File: config.mk
export PLATFORM = sky130hd
export DESIGN_NAME = vidctl_i2c_slave
export DESIGN_NICKNAME = d
export VERILOG_FILES = /design/src/rtl/vidctl_pkg.sv /design/src/rtl/vidctl_line_sync.sv /design/src/rtl/vidctl_bit_rx.sv /design/src/rtl/vidctl_frame_dec.sv /design/src/rtl/vidctl_reg_bank.sv /design/src/rtl/vidctl_i2c_slave.sv
export SDC_FILE = /design/constraint.sdc
export NUM_CORES = 1
export LEC_CHECK = 0
export BUFFER_PORTS_ARGS = -buffer_cell sky130_fd_sc_hd__buf_4
export CAP_MARGIN = 25
export CORE_MARGIN = 8
export CORE_UTILIZATION = 45
export DETAILED_ROUTE_END_ITERATION = 8
export GPL_ROUTABILITY_DRIVEN = 0
export GPL_TIMING_DRIVEN = 0
export PLACE_DENSITY = 0.64
export SLEW_MARGIN = 25
export SYNTH_ARGS = -nofsm -noshare
export SYNTH_HDL_FRONTEND = slang
export SYNTH_SLANG_ARGS = --single-unit
File: constraint.sdc
create_clock -name clk -period 2.9 [get_ports clk]
set_input_delay 0.145 -clock clk [delete_from_list [all_inputs] [get_ports clk]]
set_output_delay 0.145 -clock clk [all_outputs]
set_load 0.05 [all_outputs]
File: src/rtl/vidctl_pkg.sv
package vidctl_pkg;

  localparam int BYTE_W         = 8;
  localparam int MODE_AIDIS_BIT = 0;
  localparam int MODE_SYNC_BIT  = 1;

  typedef enum logic [2:0] {
    PH_IDLE,
    PH_ADDR,
    PH_SUB,
    PH_DATA,
    PH_SKIP
  } phase_e;

endpackage

File: src/rtl/vidctl_line_sync.sv
module vidctl_line_sync #(
  parameter int NLINE  = 2,
  parameter int STAGES = 2
) (
  input  logic             clk,
  input  logic             rst_n,
  input  logic [NLINE-1:0] raw_i,
  output logic [NLINE-1:0] lvl_o,
  output logic [NLINE-1:0] prev_o
);

  for (genvar g = 0; g < NLINE; g++) begin : g_line
    logic [STAGES:0] pipe_q;

    always_ff @(posedge clk or negedge rst_n) begin
      if (!rst_n) pipe_q <= '1;
      else        pipe_q <= {pipe_q[STAGES-1:0], raw_i[g]};
    end

    assign lvl_o[g]  = pipe_q[STAGES-1];
    assign prev_o[g] = pipe_q[STAGES];
  end

endmodule

File: src/rtl/vidctl_bit_rx.sv
module vidctl_bit_rx
  import vidctl_pkg::*;
(
  input  logic              clk,
  input  logic              rst_n,
  input  logic              scl_s,
  input  logic              scl_d,
  input  logic              sda_s,
  input  logic              sda_d,
  input  logic              ack_ok_i,
  output logic              start_o,
  output logic              stop_o,
  output logic              byte_vld_o,
  output logic [BYTE_W-1:0] byte_o,
  output logic              sda_oe_o
);

  localparam int CNT_W = $clog2(BYTE_W + 1);

  logic              in_frame_q;
  logic              in_ack_q;
  logic [CNT_W-1:0]  bit_cnt_q;
  logic [BYTE_W-2:0] shreg_q;
  logic              scl_rise, scl_fall;

  assign scl_rise = scl_s & ~scl_d;
  assign scl_fall = ~scl_s & scl_d;
  assign start_o  = scl_s & scl_d & sda_d & ~sda_s;
  assign stop_o   = scl_s & scl_d & ~sda_d & sda_s;

  always_ff @(posedge clk or negedge rst_n) begin
    if (!rst_n) begin
      in_frame_q <= 1'b0;
      in_ack_q   <= 1'b0;
      bit_cnt_q  <= '0;
      shreg_q    <= '0;
      byte_vld_o <= 1'b0;
      byte_o     <= '0;
      sda_oe_o   <= 1'b0;
    end else begin
      byte_vld_o <= 1'b0;
      if (start_o) begin
        in_frame_q <= 1'b1;
        in_ack_q   <= 1'b0;
        bit_cnt_q  <= '0;
        sda_oe_o   <= 1'b0;
      end else if (stop_o) begin
        in_frame_q <= 1'b0;
        in_ack_q   <= 1'b0;
        bit_cnt_q  <= '0;
        sda_oe_o   <= 1'b0;
      end else if (in_frame_q) begin
        if (scl_rise && !in_ack_q && bit_cnt_q != CNT_W'(BYTE_W)) begin
          shreg_q <= {shreg_q[BYTE_W-3:0], sda_s};
          if (bit_cnt_q == CNT_W'(BYTE_W - 1)) begin
            byte_vld_o <= 1'b1;
            byte_o     <= {shreg_q, sda_s};
          end
          bit_cnt_q <= bit_cnt_q + 1'b1;
        end else if (scl_fall) begin
          if (in_ack_q) begin
            in_ack_q  <= 1'b0;
            sda_oe_o  <= 1'b0;
            bit_cnt_q <= '0;
          end else if (bit_cnt_q == CNT_W'(BYTE_W)) begin
            in_ack_q <= 1'b1;
            sda_oe_o <= ack_ok_i;
          end
        end
      end
    end
  end

  // acknowledge drive only starts while the bus clock is low
  assert_ack_on_low_clock_R3: assert property (@(posedge clk) disable iff (!rst_n)
    $rose(sda_oe_o) |-> !scl_s);

  // no byte is delivered outside a transfer
  assert_idle_no_byte_R1: assert property (@(posedge clk) disable iff (!rst_n)
    !in_frame_q |=> !byte_vld_o);

endmodule

File: src/rtl/vidctl_frame_dec.sv
module vidctl_frame_dec
  import vidctl_pkg::*;
#(
  parameter logic [6:0] DEV_ADDR = 7'h44
) (
  input  logic              clk,
  input  logic              rst_n,
  input  logic              start_i,
  input  logic              stop_i,
  input  logic              byte_vld_i,
  input  logic [BYTE_W-1:0] byte_i,
  input  logic              aidis_i,
  output logic              ack_ok_o,
  output logic              wr_en_o,
  output logic [BYTE_W-1:0] wr_addr_o,
  output logic [BYTE_W-1:0] wr_data_o
);

  phase_e            phase_q;
  logic [BYTE_W-1:0] sub_q;
  logic              first_q;

  always_ff @(posedge clk or negedge rst_n) begin
    if (!rst_n) begin
      phase_q   <= PH_IDLE;
      sub_q     <= '0;
      first_q   <= 1'b0;
      ack_ok_o  <= 1'b0;
      wr_en_o   <= 1'b0;
      wr_addr_o <= '0;
      wr_data_o <= '0;
    end else begin
      wr_en_o <= 1'b0;
      if (start_i) begin
        phase_q  <= PH_ADDR;
        ack_ok_o <= 1'b0;
      end else if (stop_i) begin
        phase_q  <= PH_IDLE;
        ack_ok_o <= 1'b0;
      end else if (byte_vld_i) begin
        unique case (phase_q)
          PH_ADDR: begin
            if (byte_i == {DEV_ADDR, 1'b0}) begin
              phase_q  <= PH_SUB;
              ack_ok_o <= 1'b1;
            end else begin
              phase_q  <= PH_SKIP;
              ack_ok_o <= 1'b0;
            end
          end
          PH_SUB: begin
            sub_q    <= byte_i;
            first_q  <= 1'b1;
            phase_q  <= PH_DATA;
            ack_ok_o <= 1'b1;
          end
          PH_DATA: begin
            if (aidis_i && !first_q) begin
              ack_ok_o <= 1'b0;
            end else begin
              wr_en_o   <= 1'b1;
              wr_addr_o <= sub_q;
              wr_data_o <= byte_i;
              first_q   <= 1'b0;
              ack_ok_o  <= 1'b1;
              if (!aidis_i) sub_q <= sub_q + 1'b1;
            end
          end
          default: ack_ok_o <= 1'b0;
        endcase
      end
    end
  end

  // a refused or idle transfer never produces a write
  assert_skip_no_write_R2: assert property (@(posedge clk) disable iff (!rst_n)
    (phase_q == PH_SKIP || phase_q == PH_IDLE) |=> !wr_en_o);

  // with auto-increment off, a second data byte is neither written nor acknowledged
  assert_single_data_R6: assert property (@(posedge clk) disable iff (!rst_n)
    (byte_vld_i && phase_q == PH_DATA && aidis_i && !first_q) |=> (!wr_en_o && !ack_ok_o));

endmodule

File: src/rtl/vidctl_reg_bank.sv
module vidctl_reg_bank
  import vidctl_pkg::*;
#(
  parameter int NUM_ADJ = 8,
  parameter int ADJ_W   = 6,
  parameter int NUM_CTL = 2
) (
  input  logic                     clk,
  input  logic                     rst_n,
  input  logic                     wr_en_i,
  input  logic [BYTE_W-1:0]        wr_addr_i,
  input  logic [BYTE_W-1:0]        wr_data_i,
  input  logic                     vblank_i,
  output logic [NUM_ADJ*ADJ_W-1:0] adj_o,
  output logic [NUM_CTL*BYTE_W-1:0] ctl_o,
  output logic                     aidis_o
);

  localparam int CTL_BASE  = NUM_ADJ;
  localparam int MODE_ADDR = CTL_BASE;
  localparam int LAST_ADDR = CTL_BASE + NUM_CTL - 1;

  logic vb_q, vb_rise, sync_en;

  always_ff @(posedge clk or negedge rst_n) begin
    if (!rst_n) vb_q <= 1'b0;
    else        vb_q <= vblank_i;
  end

  assign vb_rise = vblank_i & ~vb_q;
  assign sync_en = ctl_o[MODE_SYNC_BIT];
  assign aidis_o = ctl_o[MODE_AIDIS_BIT];

  for (genvar g = 0; g < NUM_ADJ; g++) begin : g_adj
    logic [ADJ_W-1:0] act_q, shd_q;
    logic             hit;
    assign hit = wr_en_i && (wr_addr_i == BYTE_W'(g));

    always_ff @(posedge clk or negedge rst_n) begin
      if (!rst_n) begin
        act_q <= '0;
        shd_q <= '0;
      end else begin
        if (vb_rise) act_q <= shd_q;
        if (hit) begin
          shd_q <= wr_data_i[ADJ_W-1:0];
          if (!sync_en) act_q <= wr_data_i[ADJ_W-1:0];
        end
      end
    end

    assign adj_o[g*ADJ_W +: ADJ_W] = act_q;
  end

  for (genvar g = 0; g < NUM_CTL; g++) begin : g_ctl
    logic [BYTE_W-1:0] act_q;
    logic              hit;
    assign hit = wr_en_i && (wr_addr_i == BYTE_W'(CTL_BASE + g));

    if (g == 0) begin : g_mode
      always_ff @(posedge clk or negedge rst_n) begin
        if (!rst_n)   act_q <= '0;
        else if (hit) act_q <= wr_data_i;
      end
    end else begin : g_aux
      logic [BYTE_W-1:0] shd_q;
      always_ff @(posedge clk or negedge rst_n) begin
        if (!rst_n) begin
          act_q <= '0;
          shd_q <= '0;
        end else begin
          if (vb_rise) act_q <= shd_q;
          if (hit) begin
            shd_q <= wr_data_i;
            if (!sync_en) act_q <= wr_data_i;
          end
        end
      end
    end

    assign ctl_o[g*BYTE_W +: BYTE_W] = act_q;
  end

  // with blanking sync on, adjustment outputs move only on a blanking edge
  assert_hold_until_blank_R8: assert property (@(posedge clk) disable iff (!rst_n)
    (sync_en && !vb_rise) |=> $stable(adj_o));

  // the mode register takes a write on the next edge regardless of sync
  assert_mode_immediate_R9: assert property (@(posedge clk) disable iff (!rst_n)
    (wr_en_i && wr_addr_i == BYTE_W'(MODE_ADDR)) |=> (ctl_o[BYTE_W-1:0] == $past(wr_data_i)));

  // writes beyond the implemented range change nothing
  assert_unmapped_ignored_R7: assert property (@(posedge clk) disable iff (!rst_n)
    (wr_en_i && wr_addr_i > BYTE_W'(LAST_ADDR) && !vb_rise) |=> ($stable(adj_o) && $stable(ctl_o)));

endmodule

File: src/rtl/vidctl_i2c_slave.sv
module vidctl_i2c_slave
  import vidctl_pkg::*;
#(
  parameter logic [6:0] DEV_ADDR = 7'h44,
  parameter int         NUM_ADJ  = 8,
  parameter int         ADJ_W    = 6,
  parameter int         NUM_CTL  = 2,
  parameter int         SYNC_STG = 2
) (
  input  logic                      clk,
  input  logic                      rst_n,
  input  logic                      scl_i,
  input  logic                      sda_i,
  output logic                      sda_oe_o,
  input  logic                      vblank_i,
  output logic [NUM_ADJ*ADJ_W-1:0]  adj_o,
  output logic [NUM_CTL*BYTE_W-1:0] ctl_o
);

  logic [1:0]        lvl, prev;
  logic              start, stop, byte_vld, ack_ok, aidis;
  logic [BYTE_W-1:0] byte_val;
  logic              wr_en;
  logic [BYTE_W-1:0] wr_addr, wr_data;

  vidctl_line_sync #(.NLINE(2), .STAGES(SYNC_STG)) u_sync (
    .clk    (clk),
    .rst_n  (rst_n),
    .raw_i  ({sda_i, scl_i}),
    .lvl_o  (lvl),
    .prev_o (prev)
  );

  vidctl_bit_rx u_bit (
    .clk        (clk),
    .rst_n      (rst_n),
    .scl_s      (lvl[0]),
    .scl_d      (prev[0]),
    .sda_s      (lvl[1]),
    .sda_d      (prev[1]),
    .ack_ok_i   (ack_ok),
    .start_o    (start),
    .stop_o     (stop),
    .byte_vld_o (byte_vld),
    .byte_o     (byte_val),
    .sda_oe_o   (sda_oe_o)
  );

  vidctl_frame_dec #(.DEV_ADDR(DEV_ADDR)) u_dec (
    .clk        (clk),
    .rst_n      (rst_n),
    .start_i    (start),
    .stop_i     (stop),
    .byte_vld_i (byte_vld),
    .byte_i     (byte_val),
    .aidis_i    (aidis),
    .ack_ok_o   (ack_ok),
    .wr_en_o    (wr_en),
    .wr_addr_o  (wr_addr),
    .wr_data_o  (wr_data)
  );

  vidctl_reg_bank #(.NUM_ADJ(NUM_ADJ), .ADJ_W(ADJ_W), .NUM_CTL(NUM_CTL)) u_bank (
    .clk       (clk),
    .rst_n     (rst_n),
    .wr_en_i   (wr_en),
    .wr_addr_i (wr_addr),
    .wr_data_i (wr_data),
    .vblank_i  (vblank_i),
    .adj_o     (adj_o),
    .ctl_o     (ctl_o),
    .aidis_o   (aidis)
  );

endmodule

# Word level (Yosys, flattened, before mapping)
# Cells that the tools add are included.
[totals]
out_inout_bits = 65
word_cells = 181
input_bits = 5
register_bits = 180
[op_classes]
n_reduce_logical = 34
muxes = 74
add_sub_neg = 2
n_eq_ne = 19
bitwise_logic = 16
[ops]
columns = ["cell", "count"]
rows = [
  ["$mux 6", 24],
  ["$mux 8", 5],
  ["$eq 8x3->1 const B", 4],
  ["$mux 1", 31],
  ["$mux 4", 6],
  ["$eq 8x2->1 const B", 2],
  ["$eq 8x4->1 const B", 2],
  ["$pmux 8 s2", 1],
  ["$reduce_bool 4->1", 4],
  ["$reduce_and 5->1", 3],
  ["$logic_and 1x1->1", 13],
  ["$mux 3", 4],
  ["$reduce_bool 3->1", 3],
  ["$add 8x1->8 const B", 1],
  ["$and 1x1->1", 8],
  ["$eq 8x1->1 const B", 1],
  ["$eq 8x8->1 const B", 1],
  ["$logic_not 8->1", 1],
  ["$not 1->1", 8],
  ["$reduce_and 4->1", 2],
  ["$eq 3x2->1 const B", 2],
  ["$pmux 3 s2", 1],
  ["$reduce_and 3->1", 2],
  ["$reduce_and 6->1", 1],
  ["12 further kinds", 15],
]

# Logic depth before layout (Yosys ltp)
[logic_depth]
word_depth = 8
ltp_mapped = 6
depth_no_buf = 6

# By module
# Synthesis repeated with hierarchy kept, for this count alone.
[hier_totals]
hier_cells = 558
hier_area_um2 = 8020.2
[modules_own_cells]
columns = ["mod", "n_inst", "cells_per_inst", "seq_area_each_um2", "area_per_inst_um2"]
rows = [
  ["vidctl_reg_bank", 1, 346, 3027.9, 5332.6],
  ["vidctl_frame_dec", 1, 120, 750.7, 1433.9],
  ["vidctl_bit_rx", 1, 82, 575.6, 1066.0],
  ["vidctl_line_sync", 1, 10, 157.7, 187.7],
]

# Worst setup path before layout
# Ideal clock, no wire load.
[synth_path]
path_kind = "reg-to-reg"
from = "register u_sync.g_line[1].pipe_q[1]"
to = "register u_dec.wr_addr_o[1]"
required_ps = 2775
path_slack_ps = 905
path_stages_with_launch = 6
setup_ps = 125
t_arrival_ps = 1870
period_less_slack_ps = 1995
n_path_buf = 1
cell_sequence = "dfstp_2 > xnor2_1 > nor2_1 > nor3_2 > buf_2 > mux2_2"
[synth_between]
elab_chain_cells = 4
elab_cells_between_ends = 6
classes_between = "5 x bitwise; 1 x reduce/logical"
[synth_lines]
columns = ["element", "line_no", "text"]
rows = [
  ["start: declaration", "vidctl_line_sync.sv:13", "logic [STAGES:0] pipe_q;"],
  ["start signal: assignment", "vidctl_line_sync.sv:17", "else pipe_q <= {pipe_q[STAGES-1:0], raw_i[g]};"],
  ["$not 1->1", "vidctl_bit_rx.sv:28", "assign start_o = scl_s & scl_d & sda_d & ~sda_s;"],
  ["$and 1x1->1", "vidctl_bit_rx.sv:28", ""],
  ["$not 1->1 (no source line)", "n/a", ""],
  ["$reduce_and 5->1 (no source line) (*)", "n/a", ""],
  ["end signal: assignment", "vidctl_frame_dec.sv:62", "wr_addr_o <= sub_q;"],
  ["end: declaration", "vidctl_frame_dec.sv:15", "output logic [BYTE_W-1:0] wr_addr_o,"],
]
# Every way passes the cells marked *; elsewhere a longest branch is shown, timed or not.
# A chain may end at the register's enable or synchronous reset.

# Final worst setup path
[layout_path]
from = "register u_sync.g_line[1].pipe_q[1]"
to = "register u_dec.wr_addr_o[7]"
# Same word-level chain as after synthesis.

==> impl_metrics.env <==
export IMPL_power_frac_comb=0.030
export IMPL_worst_path_max_fanout=10
export IMPL_sw_frac_of_total=0.204
export IMPL_tritoncts="yes"
export IMPL_grt_pass1_wl_microns=29600
export IMPL_first_pass_iters=5
export IMPL_clock_transition_at_the_registers_of_the_reported_paths_ps=70
export IMPL_slew_limit_headroom=0.365
export IMPL_netlist_area_sq_um=7750
export IMPL_p_seq_frac=0.494
export IMPL_mostFrequentLayoutCells="174 x sky130_fd_sc_hd__dfrtp_1, 88 x sky130_fd_sc_hd__mux2_2, 69 x sky130_fd_sc_hd__buf_4"
export IMPL_final_min_clock_period_ps=2340
export IMPL_n_antenna_cell=0
export IMPL_synth_cell_types=46
export IMPL_drt_iter0_markers=380
export IMPL_first_global_vias=5415
export IMPL_clock_latency_on_the_worst_skew_pair_ps=430
export IMPL_core_sq_um=17100
export IMPL_ir_worst_vdd_mv=0.402
export IMPL_die_width_microns=147
export IMPL_fin_setup_tns_ps=0
export IMPL_final_max_slew_violation_count=0
export IMPL_number_of_antenna_violations_at_the_first_check_in_global_routing=0
export IMPL_clock_tree_buffer_depth=2
export IMPL_worst_endpoint_required_ps=3210
export IMPL_grt_start_max_net_pins=100
export IMPL_yosys_register_bits=180
export IMPL_placement_rows=48
export IMPL_cts_sinks=180
export IMPL_p_int_mw=4.15
export IMPL_synth_edff_count=0
export IMPL_root_buffer="sky130_fd_sc_hd__clkbuf_16"
export IMPL_rsz_0062_raised_after_global_routing="no"
export IMPL_clock_power_frac=0.475
export IMPL_postRouteWirelength_microns=18300
export IMPL_min_path_type="input port to asynchronous set/reset pin"
export IMPL_final_layout_size_suffix_gt1_frac=0.287
export IMPL_floorplan_initialDensity=0.454
export IMPL_syn_mean_instance_area_sq_um=12.3
export IMPL_portBuffers=69
export IMPL_dpl_cell_count=925
export IMPL_final_hold_violation_count=0
export IMPL_overall_die_area_sq_um=21700
export IMPL_top_cells_by_area_in_the_synthesized_netlist="sky130_fd_sc_hd__dfrtp_1 56%, sky130_fd_sc_hd__mux2_2 13%, sky130_fd_sc_hd__mux2i_1 7.4%, sky130_fd_sc_hd__a21oi_1 3.1%, sky130_fd_sc_hd__nor2_1 2.8%"
export IMPL_skew_ps=8.77
export IMPL_global_route_overflow_total=0
export IMPL_cts_hold_repair_buffers=4
export IMPL_area_share_of_the_largest_cell_type_after_synthesis=0.562
export IMPL_route_antenna_remaining_nets=0
export IMPL_power_density_nw_per_um2=563
export IMPL_nets=731
export IMPL_worst_pin_slew_ps=952
export IMPL_synthesis_instances=630
export IMPL_critPathKind="flop to flop"
export IMPL_outcome="completed"
export IMPL_grtUsageTotal=0.175
export IMPL_via_count=5219
export IMPL_leading_cell_type_in_the_layout_fill_and_taps_excluded="sky130_fd_sc_hd__dfrtp_1"
export IMPL_dp_hpwl_microns=12400
export IMPL_setup_violations=0
export IMPL_regToRegSetupSlack_ps=560
export IMPL_total_leakage_power_nw=4.85
export IMPL_fmaxAchievable_mhz=427
export IMPL_mappedNetlistNets=638
export IMPL_final_hold_worst_slack_ps=286
export IMPL_post_cts_resized=0
export IMPL_critical_path_endpoint_type="flop"
export IMPL_htree_num_levels=4
export IMPL_max_cap_viol_count=0
export IMPL_postSynth_topFlopCell="sky130_fd_sc_hd__dfrtp_1"
export IMPL_cts_setup_buffers=0
export IMPL_startpoint_type="flop"
export IMPL_vias_per_cell=5.43
export IMPL_seq_area_frac_synth=0.582
export IMPL_post_route_drc_count=0
export IMPL_synthToLayoutAreaGrowth_pct=19.6
export IMPL_filler_cell_count=1463
export IMPL_fin_cells=961
export IMPL_worst_ep_arrival_time_ps=2650
export IMPL_synthDominantAreaCellType="sky130_fd_sc_hd__dfrtp_1"
export IMPL_post_route_period_util=0.808
export IMPL_synthesis_yosys_warnings=0
export IMPL_synth_async_reset_ratio=1.00
export IMPL_die_height_microns=147
export IMPL_cts_buffers_inserted=17
export IMPL_p_switching_mw=1.07
export IMPL_wl_per_cell_microns=19.0
export IMPL_top_level_ports=70
[final cells by class]
class,instances,area (sq um),area share
Clock buffer,25,495,0.0535
Buffer,40,166,0.0180
Tap cell,225,282,0.0304
Multi-Input combinational cell,403,3050,0.329
Inverter,7,26.3,0.00284
Sequential cell,180,4510,0.487
Timing Repair Buffer,74,593,0.0640
Clock inverter,7,145,0.0157
[layer usage]
metal | up-vias | wire length [microns] | global-route usage
met5 | - | 0 | 0
met4 | 0 | 570 | 0.0770
met3 | 39 | 659 | 0.0415
met2 | 115 | 9120 | 0.291
met1 | 2636 | 7950 | 0.211
li1 | 2429 | - | -
[worst paths after layout]
kind,cells after the start,start,endpoint
max in group asynchronous,3,rst_n,u_sync.g_line[1].pipe_q[0]
max,5,u_sync.g_line[1].pipe_q[1],u_dec.wr_addr_o[7]
max reg2reg,5,u_sync.g_line[1].pipe_q[1],u_dec.wr_addr_o[7]
min,2,rst_n,u_bank.g_adj[3].act_q[4]
min reg2reg,0,u_sync.g_line[1].pipe_q[0],u_sync.g_line[1].pipe_q[1]
min in group clk,0,u_sync.g_line[1].pipe_q[0],u_sync.g_line[1].pipe_q[1]
[state kept, by name, summed over array words and instances (netlist names)]
signal	cells
u_bit.sda_oe_o	1
u_bit.byte_vld_o	1
u_bit.in_frame_q	1
u_dec.ack_ok_o	1
u_dec.phase_q	3
u_bit.byte_o	8
u_bank.g_ctl.act_q	16
u_dec.wr_en_o	1
u_bank.g_adj.act_q	48
u_dec.wr_addr_o	8
u_bank.g_adj.shd_q	48
u_bank.g_ctl.g_aux.shd_q	8
u_dec.first_q	1
u_bit.shreg_q	7
u_dec.sub_q	8
u_bit.in_ack_q	1
u_sync.g_line.pipe_q	6
u_bank.vb_q	1
u_dec.wr_data_o	8
u_bit.bit_cnt_q	4
[critical path, cell delays in order, from the launching register on]
cell and delay [ps]:
sky130_fd_sc_hd__dfstp_2 610, sky130_fd_sc_hd__xnor2_1 160, sky130_fd_sc_hd__nor2_1 160, sky130_fd_sc_hd__nor3_2 570
sky130_fd_sc_hd__buf_2 360, sky130_fd_sc_hd__mux2_2 360
[cells by family (layout without fill, tap and decap cells)]
family | after synthesis | count (layout) | synth area share
simple gates | 154 | 154 | 0.102
fa+ha+maj | 3 | 3 | 0.00484
xor+xnor | 2 | 2 | 0.00226
mux | 153 | 153 | 0.217
compound gates | 91 | 91 | 0.0667
buf+inv | 47 | 153 | 0.0249
flops | 180 | 180 | 0.582
[cells in the mapped netlist (3+ instances only)]
cell                        count
sky130_fd_sc_hd__mux2_2        88
sky130_fd_sc_hd__dfrtp_1      174
sky130_fd_sc_hd__a31oi_1        3
sky130_fd_sc_hd__a211oi_1       3
sky130_fd_sc_hd__and3_1         4
sky130_fd_sc_hd__o21ai_0       20
sky130_fd_sc_hd__nor2_1        57
sky130_fd_sc_hd__a2bb2oi_1      6
sky130_fd_sc_hd__nand2_1       29
sky130_fd_sc_hd__ha_1           3
sky130_fd_sc_hd__nor4b_1        4
sky130_fd_sc_hd__nand3b_1       4
sky130_fd_sc_hd__buf_2          4
sky130_fd_sc_hd__o22ai_1        3
sky130_fd_sc_hd__nand4_1       11
sky130_fd_sc_hd__mux2i_1       57
sky130_fd_sc_hd__clkbuf_1      33
sky130_fd_sc_hd__and4_1         3
sky130_fd_sc_hd__and3b_1        3
sky130_fd_sc_hd__mux2_4         8
sky130_fd_sc_hd__nand3_1        9
sky130_fd_sc_hd__dfstp_2        6
sky130_fd_sc_hd__nor2b_1        3
sky130_fd_sc_hd__a21oi_1       48
sky130_fd_sc_hd__nor3_2         3
sky130_fd_sc_hd__nor3_1         8
sky130_fd_sc_hd__inv_1          7
sky130_fd_sc_hd__nand2b_1       4
[stage by stage]
stage | setup WS, ps | power, mW | utilization | instance area, sq um
floorplan | 905 | 2.70 | - | 7750
global placement | 611 | 2.77 | 0.501 | 8550
detailed placement | 600 | 2.78 | 0.503 | 8580
CTS | 565 | 5.26 | 0.543 | 9270
global route | 414 | 5.38 | 0.543 | 9270
finish | 557 | 5.21 | 0.543 | 9270
[power groups by stage]
| stage | clock, mW | sequential, mW | combinational (mW) |
|---|---|---|---|
| 2_1_floorplan | 0 | 2.61 | 0.0817 |
| 4_1_cts | 2.52 | 2.58 | 0.164 |
| 3_3_place_gp | 0 | 2.62 | 0.147 |
| 6_report | 2.48 | 2.58 | 0.159 |
| 3_5_place_dp | 0 | 2.62 | 0.159 |
| 5_1_grt | 2.62 | 2.58 | 0.178 |
Note: power is estimated with default switching activity, not from simulation.
